==> src/rtl/cmp_pkg.sv <==
package cmp_pkg;
    // Flags passed from one slice to the next more significant slice
    typedef struct packed {
        logic gt;
        logic lt;
    } rel_t;

    localparam rel_t REL_NONE = '{gt: 1'b0, lt: 1'b0};
endpackage

==> src/rtl/cmp_slice.sv <==
module cmp_slice
    import cmp_pkg::*;
(
    input  logic x_bit,
    input  logic y_bit,
    input  rel_t carry_in,
    output rel_t carry_out,
    output logic eq_out
);
    // Every output is assigned on every path
    always_comb begin
        carry_out.gt = (x_bit & ~y_bit) | (x_bit & carry_in.gt) | (~y_bit & carry_in.gt);
        carry_out.lt = (~x_bit & y_bit) | (~x_bit & carry_in.lt) | (y_bit & carry_in.lt);
        eq_out       = ~(x_bit ^ y_bit) & ~carry_in.gt & ~carry_in.lt;
    end

    // Flags arriving from the neighbour below must not conflict
    always_comb begin
        assert_flags_exclusive_R7: assert (!(carry_in.gt && carry_in.lt))
            else $error("R7: conflicting flags into slice");
    end
endmodule

==> src/rtl/cmp_chain.sv <==
module cmp_chain
    import cmp_pkg::*;
#(
    parameter int WIDTH = 4
) (
    input  logic [WIDTH-1:0] a_in,
    input  logic [WIDTH-1:0] b_in,
    output rel_t             top_rel,
    output logic             top_eq
);
    localparam int LINKS = WIDTH + 1;

    rel_t             link [LINKS];
    logic [WIDTH-1:0] eq_vec;

    assign link[0] = REL_NONE;

    for (genvar g = 0; g < WIDTH; g++) begin : g_slice
        cmp_slice u_slice (
            .x_bit    (a_in[g]),
            .y_bit    (b_in[g]),
            .carry_in (link[g]),
            .carry_out(link[g+1]),
            .eq_out   (eq_vec[g])
        );

        // Slice equal output tracks the match of the low-order prefix
        always_comb begin
            assert_prefix_eq_R3: assert (eq_vec[g] == (a_in[g:0] == b_in[g:0]))
                else $error("R3: prefix equality wrong at slice %0d", g);
        end
    end

    assign top_rel = link[WIDTH];
    assign top_eq  = eq_vec[WIDTH-1];
endmodule

==> src/rtl/ripple_mag_cmp.sv <==
module ripple_mag_cmp
    import cmp_pkg::*;
#(
    parameter int WIDTH = 4
) (
    input  logic [WIDTH-1:0] a_val,
    input  logic [WIDTH-1:0] b_val,
    output logic             a_gt_b,
    output logic             a_eq_b,
    output logic             a_lt_b
);
    rel_t final_rel;
    logic final_eq;

    cmp_chain #(.WIDTH(WIDTH)) u_chain (
        .a_in   (a_val),
        .b_in   (b_val),
        .top_rel(final_rel),
        .top_eq (final_eq)
    );

    assign a_gt_b = final_rel.gt;
    assign a_lt_b = final_rel.lt;
    assign a_eq_b = final_eq;

    always_comb begin
        assert_one_result_R4: assert ($onehot({final_rel.gt, final_eq, final_rel.lt}))
            else $error("R4: result not one-hot");
        assert_greater_R1: assert (final_rel.gt == (a_val > b_val))
            else $error("R1: greater flag wrong");
        assert_less_R2: assert (final_rel.lt == (a_val < b_val))
            else $error("R2: less flag wrong");
    end
endmodule

==> config.mk <==
export PLATFORM = sky130hd
export DESIGN_NAME = ripple_mag_cmp
export DESIGN_NICKNAME = d
export VERILOG_FILES = /design/src/rtl/cmp_pkg.sv /design/src/rtl/cmp_slice.sv /design/src/rtl/cmp_chain.sv /design/src/rtl/ripple_mag_cmp.sv
export SDC_FILE = /design/constraint.sdc
export NUM_CORES = 1
export LEC_CHECK = 0
export BUFFER_PORTS_ARGS = -buffer_cell sky130_fd_sc_hd__buf_4
export CORE_AREA = 2 2 39 41
export DETAILED_ROUTE_END_ITERATION = 10
export DIE_AREA = 0 0 41 43
export GPL_TIMING_DRIVEN = 0
export PLACE_DENSITY = 0.34
export SLEW_MARGIN = 20
export SYNTH_ARGS = -nofsm -noshare
export SYNTH_HDL_FRONTEND = slang
export SYNTH_SLANG_ARGS = --single-unit
==> constraint.sdc <==
create_clock -name vclk -period 1.35
set_input_delay 0.3375 -clock vclk [all_inputs]
set_output_delay 0.3375 -clock vclk [all_outputs]
set_load 0.05 [all_outputs]
== Word level (Yosys, flattened, before mapping) ==
Cells that the tools add are included.
Word-level totals
  latch bits: 0
  memories kept: 0
  register bits after elaboration: 0
  memory bits (read-only): 0
  word-level logic and storage cells: 46
  RAM bits: 0
  output and inout bits: 3
Operators by class
  bitwise gates (word level): 46
  div/mod/pow operators: 0
  reductions and logical operators: 0
  add/subtract/negate cells: 0
  magnitude comparators: 0
  equality and inequality tests: 0
  shift operators: 0
  $mul: 0
  mux-type cells: 0
Operators with widths (count)
  1-bit AND: 22
  1-bit OR: 12
  1-bit NOT: 11
  1-bit bitwise XOR: 1

== Depth between registers and ports, before layout ==
Gate-level depths: netlist of run 1.
  word-level depth: 11
  mapped depth: 4
  gate-level depth less buffers: 4

== Hierarchy ==
Synthesis of run 1 repeated with hierarchy kept, for this count alone.
Unflattened totals
  cell total of the unflattened synthesis: 37
  area, all modules: 274.0 um^2
Modules (own cells, without submodules)
  cmp_slice: instances 4, cells each 9, area an instance 67.6 um^2
  cmp_chain: instances 1, cells each 1, area an instance 3.8 um^2

== Worst setup path after synthesis of run 1 ==
OpenSTA, ideal clock, no wires.
  path type: in2out
  start point: in b_val[1]
  end point: out a_eq_b
  path buffers: 0
  stages on the path: 4
  data arrival time: 1.834 ns
  slack: -0.821 ns
  cell sequence: inv_1 > o21ai_0 > nand3_1 > a211oi_1
On the way
  word-level cells in the longest chain between the ends: 10
RTL lines
  from (decl): line ripple_mag_cmp.sv:7  | input logic [WIDTH-1:0] b_val,
  1-bit NOT: line cmp_slice.sv:12  | carry_out.gt = (x_bit & ~y_bit) | (x_bit & carry_in.gt) | (~y_bit & carry_in.gt);
  1-bit AND: line cmp_slice.sv:12
  1-bit OR (2 in series): line cmp_slice.sv:12
  1-bit AND: line cmp_slice.sv:12
  1-bit OR (2 in series): line cmp_slice.sv:12
  1-bit NOT: line cmp_slice.sv:14  | eq_out = ~(x_bit ^ y_bit) & ~carry_in.gt & ~carry_in.lt;
  1-bit AND: line cmp_slice.sv:14
  1-bit AND (*): line cmp_slice.sv:14
  to (decl): line ripple_mag_cmp.sv:9  | output logic a_eq_b,
Mark *: on every way between the ends. The rest lies on a longest branch, timed or not.

== Final worst setup path of run 1 ==
  start point: in a_val[0]
  end point: out a_lt_b
On the way
  word-level cells in the longest chain between the ends: 11
RTL lines
  from (decl): line ripple_mag_cmp.sv:6  | input logic [WIDTH-1:0] a_val,
  1-bit NOT (*)
  1-bit AND (*): line cmp_slice.sv:13  | carry_out.lt = (~x_bit & y_bit) | (~x_bit & carry_in.lt) | (y_bit & carry_in.lt);
  1-bit AND: line cmp_slice.sv:13
  1-bit OR: line cmp_slice.sv:13
  1-bit OR (*): line cmp_slice.sv:13
  1-bit AND: line cmp_slice.sv:13
  1-bit OR: line cmp_slice.sv:13
  1-bit OR (*): line cmp_slice.sv:13
  1-bit AND: line cmp_slice.sv:13
  1-bit OR: line cmp_slice.sv:13
  1-bit OR (*): line cmp_slice.sv:13
  to (decl): line ripple_mag_cmp.sv:10  | output logic a_lt_b
Marked as above.

==> results of run 1 <==
-- cell usage after synthesis (all sizes together) --
cell type | number | area (um2)
a211oi | 1 | 7.51
nand2 | 4 | 17.5
a31o | 2 | 17.5
nor2b | 1 | 6.26
nand2b | 3 | 18.8
maj3 | 1 | 11.3
nand3 | 1 | 5.00
inv | 4 | 15.0
ha | 2 | 25.0
o21ai | 1 | 5.00
-- critical path, stage by stage --
cell and delay [ns]:
buf_6 0.09, nand2b_4 0.12, maj3_2 0.31, nand2_4 0.08, a31o_4 0.14, buf_8 0.13
-- per-stage QoR --
step	instance area, um2	util	total power [W]
2_1_floorplan	154	-	0.0000730
3_3_place_gp	256	0.185	0.000110
3_5_place_dp	256	0.185	0.000113
4_1_cts	308	0.222	0.000138
5_1_grt	314	0.227	0.000150
6_report	314	0.227	0.000139
-- report_power, final --
group	switching (W)	total, W	leakage [nW]	internal, W
clock	0	0	0	0
sequential	0	0	0	0
combinational	0.0000727	0.000139	0.145	0.0000661
-- final cells by class --
class / instances / share of cell area
repair buffers: 11 / 0.347
well taps: 16 / 0.0637
inverters: 4 / 0.0558
multi-input cells: 16 / 0.534
-- path summary, 6_finish.rpt --
path | startpoint | to | slack, ns | cells after the start
worst min-delay path | a_val[1] | a_eq_b | 1.12 | 5
worst max-delay path | a_val[0] | a_lt_b | -0.21 | 6
-- repair_timing --
item	CTS	global route
pin swaps	4	4
endpoints found under the hold margin	0	0
endpoints found under the setup margin	3	3
gates resized for setup	13	2
-- cell usage in the layout, fill, tap and decap left out, types with 2 or more instances in the layout --
cell type,instances
buf_6,5
buf_4,5
nand2_1,3
inv_2,2
-- routing by layer --
metal  wire length, um  track usage
met5                 0            0
met3                49      0.00524
met2               165       0.0969
met1               160       0.0728
met4                 0            0
-- cell families after synthesis --
group                      count (synthesis)  synth area share
adders and majority gates                  3             0.282
buffers and inverters                      4             0.116
and+or+nand+nor                            9             0.369
AOI/OAI and AO/OA                          4             0.233
==> metrics.txt, run 1 <==
layout cells sized above 1=0.742; largest net degree at the start of global routing=4; die height=43 um; Pwr per Cell Area=442 nW/um2; dpl ws=-0.297 ns; initial antenna violation count=0; Ys Warns=0; gr ovfl total=0; ant diodes=0; routed len/inst=7.98 um; worst vdd ir=0.000148 V; max-cap violations=0; IO Port Bufs=11; multi-input logic area=168 um2; critical path fanouts, max=2; clock buffer count=0; Critical Path Sink Type=output port; die width=41 um; Iter 0 DRT Violations=0; DRC errors left=0; Hold Path Class=primary input to output port; # IOs=11; RSZ-0062 raised after global routing=yes; Final min period=1.56 ns; fmax=641 MHz; Avg Inst Size Synth=6.44 um2; final setup vio count=3; Via Count=176; CP Data Required Time=1.01 ns; Final Max Slew Viols=0; failing checks=negative setup slack; Global Route Usage Sum=0.0549; final setup margin=-0.209 ns; sequential cell count=0; Mapped Nets=30; P&R area growth vs syn=144%; detailed placement HPWL=326 um; antenna-violating nets left=0; Leak=0.145 nW; number of cells in the design after placement=47; first-pass GRT wire length=731 um; total wire length=375 um; number of global-route vias before repair=179; DR pass1 iterations=1; non-filler instance count after layout=47; startpoint types=primary input; TNS Setup=-0.515 ns; Final Hold Viols=0; # hold bufs at CTS=0; post-CTS setup repair buffer count=0; vias per inst=3.74; Final Net Count=43; Fill cells=147; WHS=1.12 ns; Tightest Pin Transition=0.182 ns; Tcrit/Tclk final=1.15; status=finished with violations; die area=1760 um2; Slew HR=0.878; post-synthesis cell type count=12; critical path type=primary input to output port; Synth Cell Area=129 um2; GP Congestion=0.580; FF+latch area=0 um2; core region area=1380 um2; Synth Instances=20; register area share after synthesis=0; WP data arrival=1.22 ns; starting density of the core=0.0931; cell row count=14
(Power assumes the default switching activity.)
==> run 2, diff against run 1 <==
--- a/config.mk
+++ b/config.mk
@@ -5,12 +5,13 @@
 export SDC_FILE = /design/constraint.sdc
 export NUM_CORES = 1
 export LEC_CHECK = 0
+export ABC_AREA = 1
 export BUFFER_PORTS_ARGS = -buffer_cell sky130_fd_sc_hd__buf_4
 export CORE_AREA = 2 2 39 41
 export DETAILED_ROUTE_END_ITERATION = 10
 export DIE_AREA = 0 0 41 43
 export GPL_TIMING_DRIVEN = 0
-export PLACE_DENSITY = 0.34
+export PLACE_DENSITY = 0.36
 export SLEW_MARGIN = 20
 export SYNTH_ARGS = -nofsm -noshare
 export SYNTH_HDL_FRONTEND = slang
==> metrics.txt, run 2 <==
Mapped Nets=44 (+47%); Hold Path End=a_lt_b; Synth Cell Area=150 um2 (+17%); clock buffer count=0 (unchanged); max-cap violations=0 (unchanged); critical path fanouts, max=3 (+1); Synth Instances=34 (+70%); critical path's slowest cell=ha_4; number of cells in the design after placement=61 (+30%); Via Count=213 (+21%); Leak=0.205 nW (+42%); final setup vio count=2 (-1); antenna-violating nets left=0 (unchanged); Slew HR=0.926 (+0.0477); # hold bufs at CTS=0 (unchanged); cell row count=14 (unchanged); Yosys top cell area share=0.425 (+0.231); total wire length=348 um (-7.2%); P&R area growth vs syn=145%; Crit. path cell count=6 (unchanged); die height=43 um (unchanged); starting density of the core=0.108 (+0.0154); WP data arrival=1.03 ns (-0.19 ns); fmax=731 MHz (+14%); Avg Inst Size Synth=4.42 um2 (-31%); worst vdd ir=0.000117 V (-21%); ranking of synthesized cells by area=nand2_1 43%, inv_1 27%, ha_1 17%, nand2_2 4.2%, nand3_1 3.3%; Critical Path Source=a_val[3]; initial antenna violation count=0 (unchanged); most frequent cell after synthesis=nand2_1; core region area=1380 um2 (unchanged); post-synth top area cell=nand2_1; die width=41 um (unchanged); WHS=1.07 ns (-0.0482 ns); post-synthesis cell type count=7 (-5); kind of cell adding the most delay to the critical path=buffers and inverters; IO Port Bufs=11 (unchanged); startpoint types=primary input; Global Route Usage Sum=0.0450 (-0.00999); register area share after synthesis=0 (unchanged); Final min period=1.37 ns (-0.192 ns); Pwr per Cell Area=423 nW/um2 (-4.2%); Buf+Inv Stages, Crit Path=3 (+1); Iter 0 DRT Violations=1 (+1); WHS Path Cells=5 (unchanged); GP Congestion=0.596 (+2.6%); hold_sp=a_val[3]; FF+latch area=0 um2 (unchanged); ant diodes=0 (unchanged); DR pass1 iterations=2 (+1); gr ovfl total=0 (unchanged); Fill cells=166 (+13%); die area=1760 um2 (unchanged); Final Max Slew Viols=0 (unchanged); RSZ-0062 raised after global routing=yes; Tcrit/Tclk final=1.01 (-0.142); CP Data Required Time=1.01 ns (about the same); vias per inst=3.38 (-9.7%); first-pass GRT wire length=607 um (-17%); number of global-route vias before repair=178 (-0.56%); non-filler instance count after layout=63 (+34%); Tightest Pin Transition=0.111 ns (-0.0710 ns); status=finished with violations; most frequent cells in the layout=9 x nand2_2, 9 x nand2_1, 7 x buf_6; critical path type=primary input to output port; failing checks=negative setup slack; routed len/inst=5.52 um (-31%); Hold Path Class=primary input to output port; largest net degree at the start of global routing=4 (unchanged); final core utilization=0.266 (+0.0389); crit-path cells=buf_6, inv_4, ha_4, nand3_4, nor2_4, buf_8; sequential cell count=0 (unchanged); final setup margin=-0.0172 ns (+0.192 ns); Crit path largest cell delay=0.26 ns (-0.05 ns); layout cells sized above 1=0.681 (-0.0611); DRC errors left=0 (unchanged); Final Net Count=59 (+37%); Final Hold Viols=0 (unchanged); Critical Path Sink Type=output port; Ys Warns=0 (unchanged); # IOs=11 (unchanged); Post-synth top cells=17 x nand2_1, 11 x inv_1, 2 x ha_1; multi-input logic area=165 um2 (-1.5%); detailed placement HPWL=302 um (-7.4%)
## run 2: cell count changes after synthesis, sizes merged
cell | before | now
nand2 | 4 | 18
inv | 4 | 11
nand2b | 3 | 0
a31o | 2 | 0
a211oi | 1 | 0
maj3 | 1 | 0
nor2 | 0 | 1
nor2b | 1 | 0
## run 2: stage by stage
step	power [W]	instance area (um2)	setup slack [ns]	setup TNS, ns
after floorplan	0.0000710	160	-0.000147	-0.000147
after global placement	0.000111	263	-0.140	-0.274
after detailed placement	0.000111	263	-0.131	-0.263
after CTS	0.000154	362	-0.0429	-0.0779
after global routing	0.000167	368	-0.0582	-0.155
final	0.000156	368	-0.0172	-0.0196
## run 2: report_power, final
| group | switching, W | internal (W) |
|---|---|---|
| Combinational | 0.0000834 | 0.0000723 |
| Clock | 0 | 0 |
| Sequential | 0 | 0 |
| Total | 0.0000834 | 0.0000723 |
## run 2: cells by family (layout without fill, tap and decap cells)
| group | Yosys count | after routing | share of synthesized area |
|---|---|---|---|
| adder cells (fa/ha/maj) | 2 | 2 | 0.167 |
| AND/OR/NAND/NOR | 20 | 20 | 0.525 |
| AO/OA/AOI/OAI | 1 | 1 | 0.0333 |
| buffers and inverters | 11 | 24 | 0.275 |
## run 2: area by class of cell
| class | instances | share of cell area |
|---|---|---|
| repair buffers | 13 | 0.378 |
| inverters | 11 | 0.119 |
| multi-input cells | 23 | 0.449 |
| well taps | 16 | 0.0544 |
## run 2: how the worst max path moves through the flow
stage,to
after floorplan,a_eq_b
final,a_eq_b
after global placement,a_eq_b
after CTS,a_eq_b
after detailed placement,a_eq_b
after global routing,a_eq_b
## run 2: routing by layer
metal | up-vias | track usage | share of wire
li1 | 120 | - | -
met1 | 86 | 0.0665 | 0.42
met2 | 7 | 0.0750 | 0.51
met3 | 0 | 0 | 0.069
met4 | 0 | 0 | 0
met5 | - | 0 | 0
## run 2: what timing repair did
| action | in CTS | in global routing |
|---|---|---|
| setup endpoints to repair | 3 | 3 |
| pin swaps | 15 | 8 |
| resized for setup | 27 | 2 |
| setup buffers | 2 | 0 |
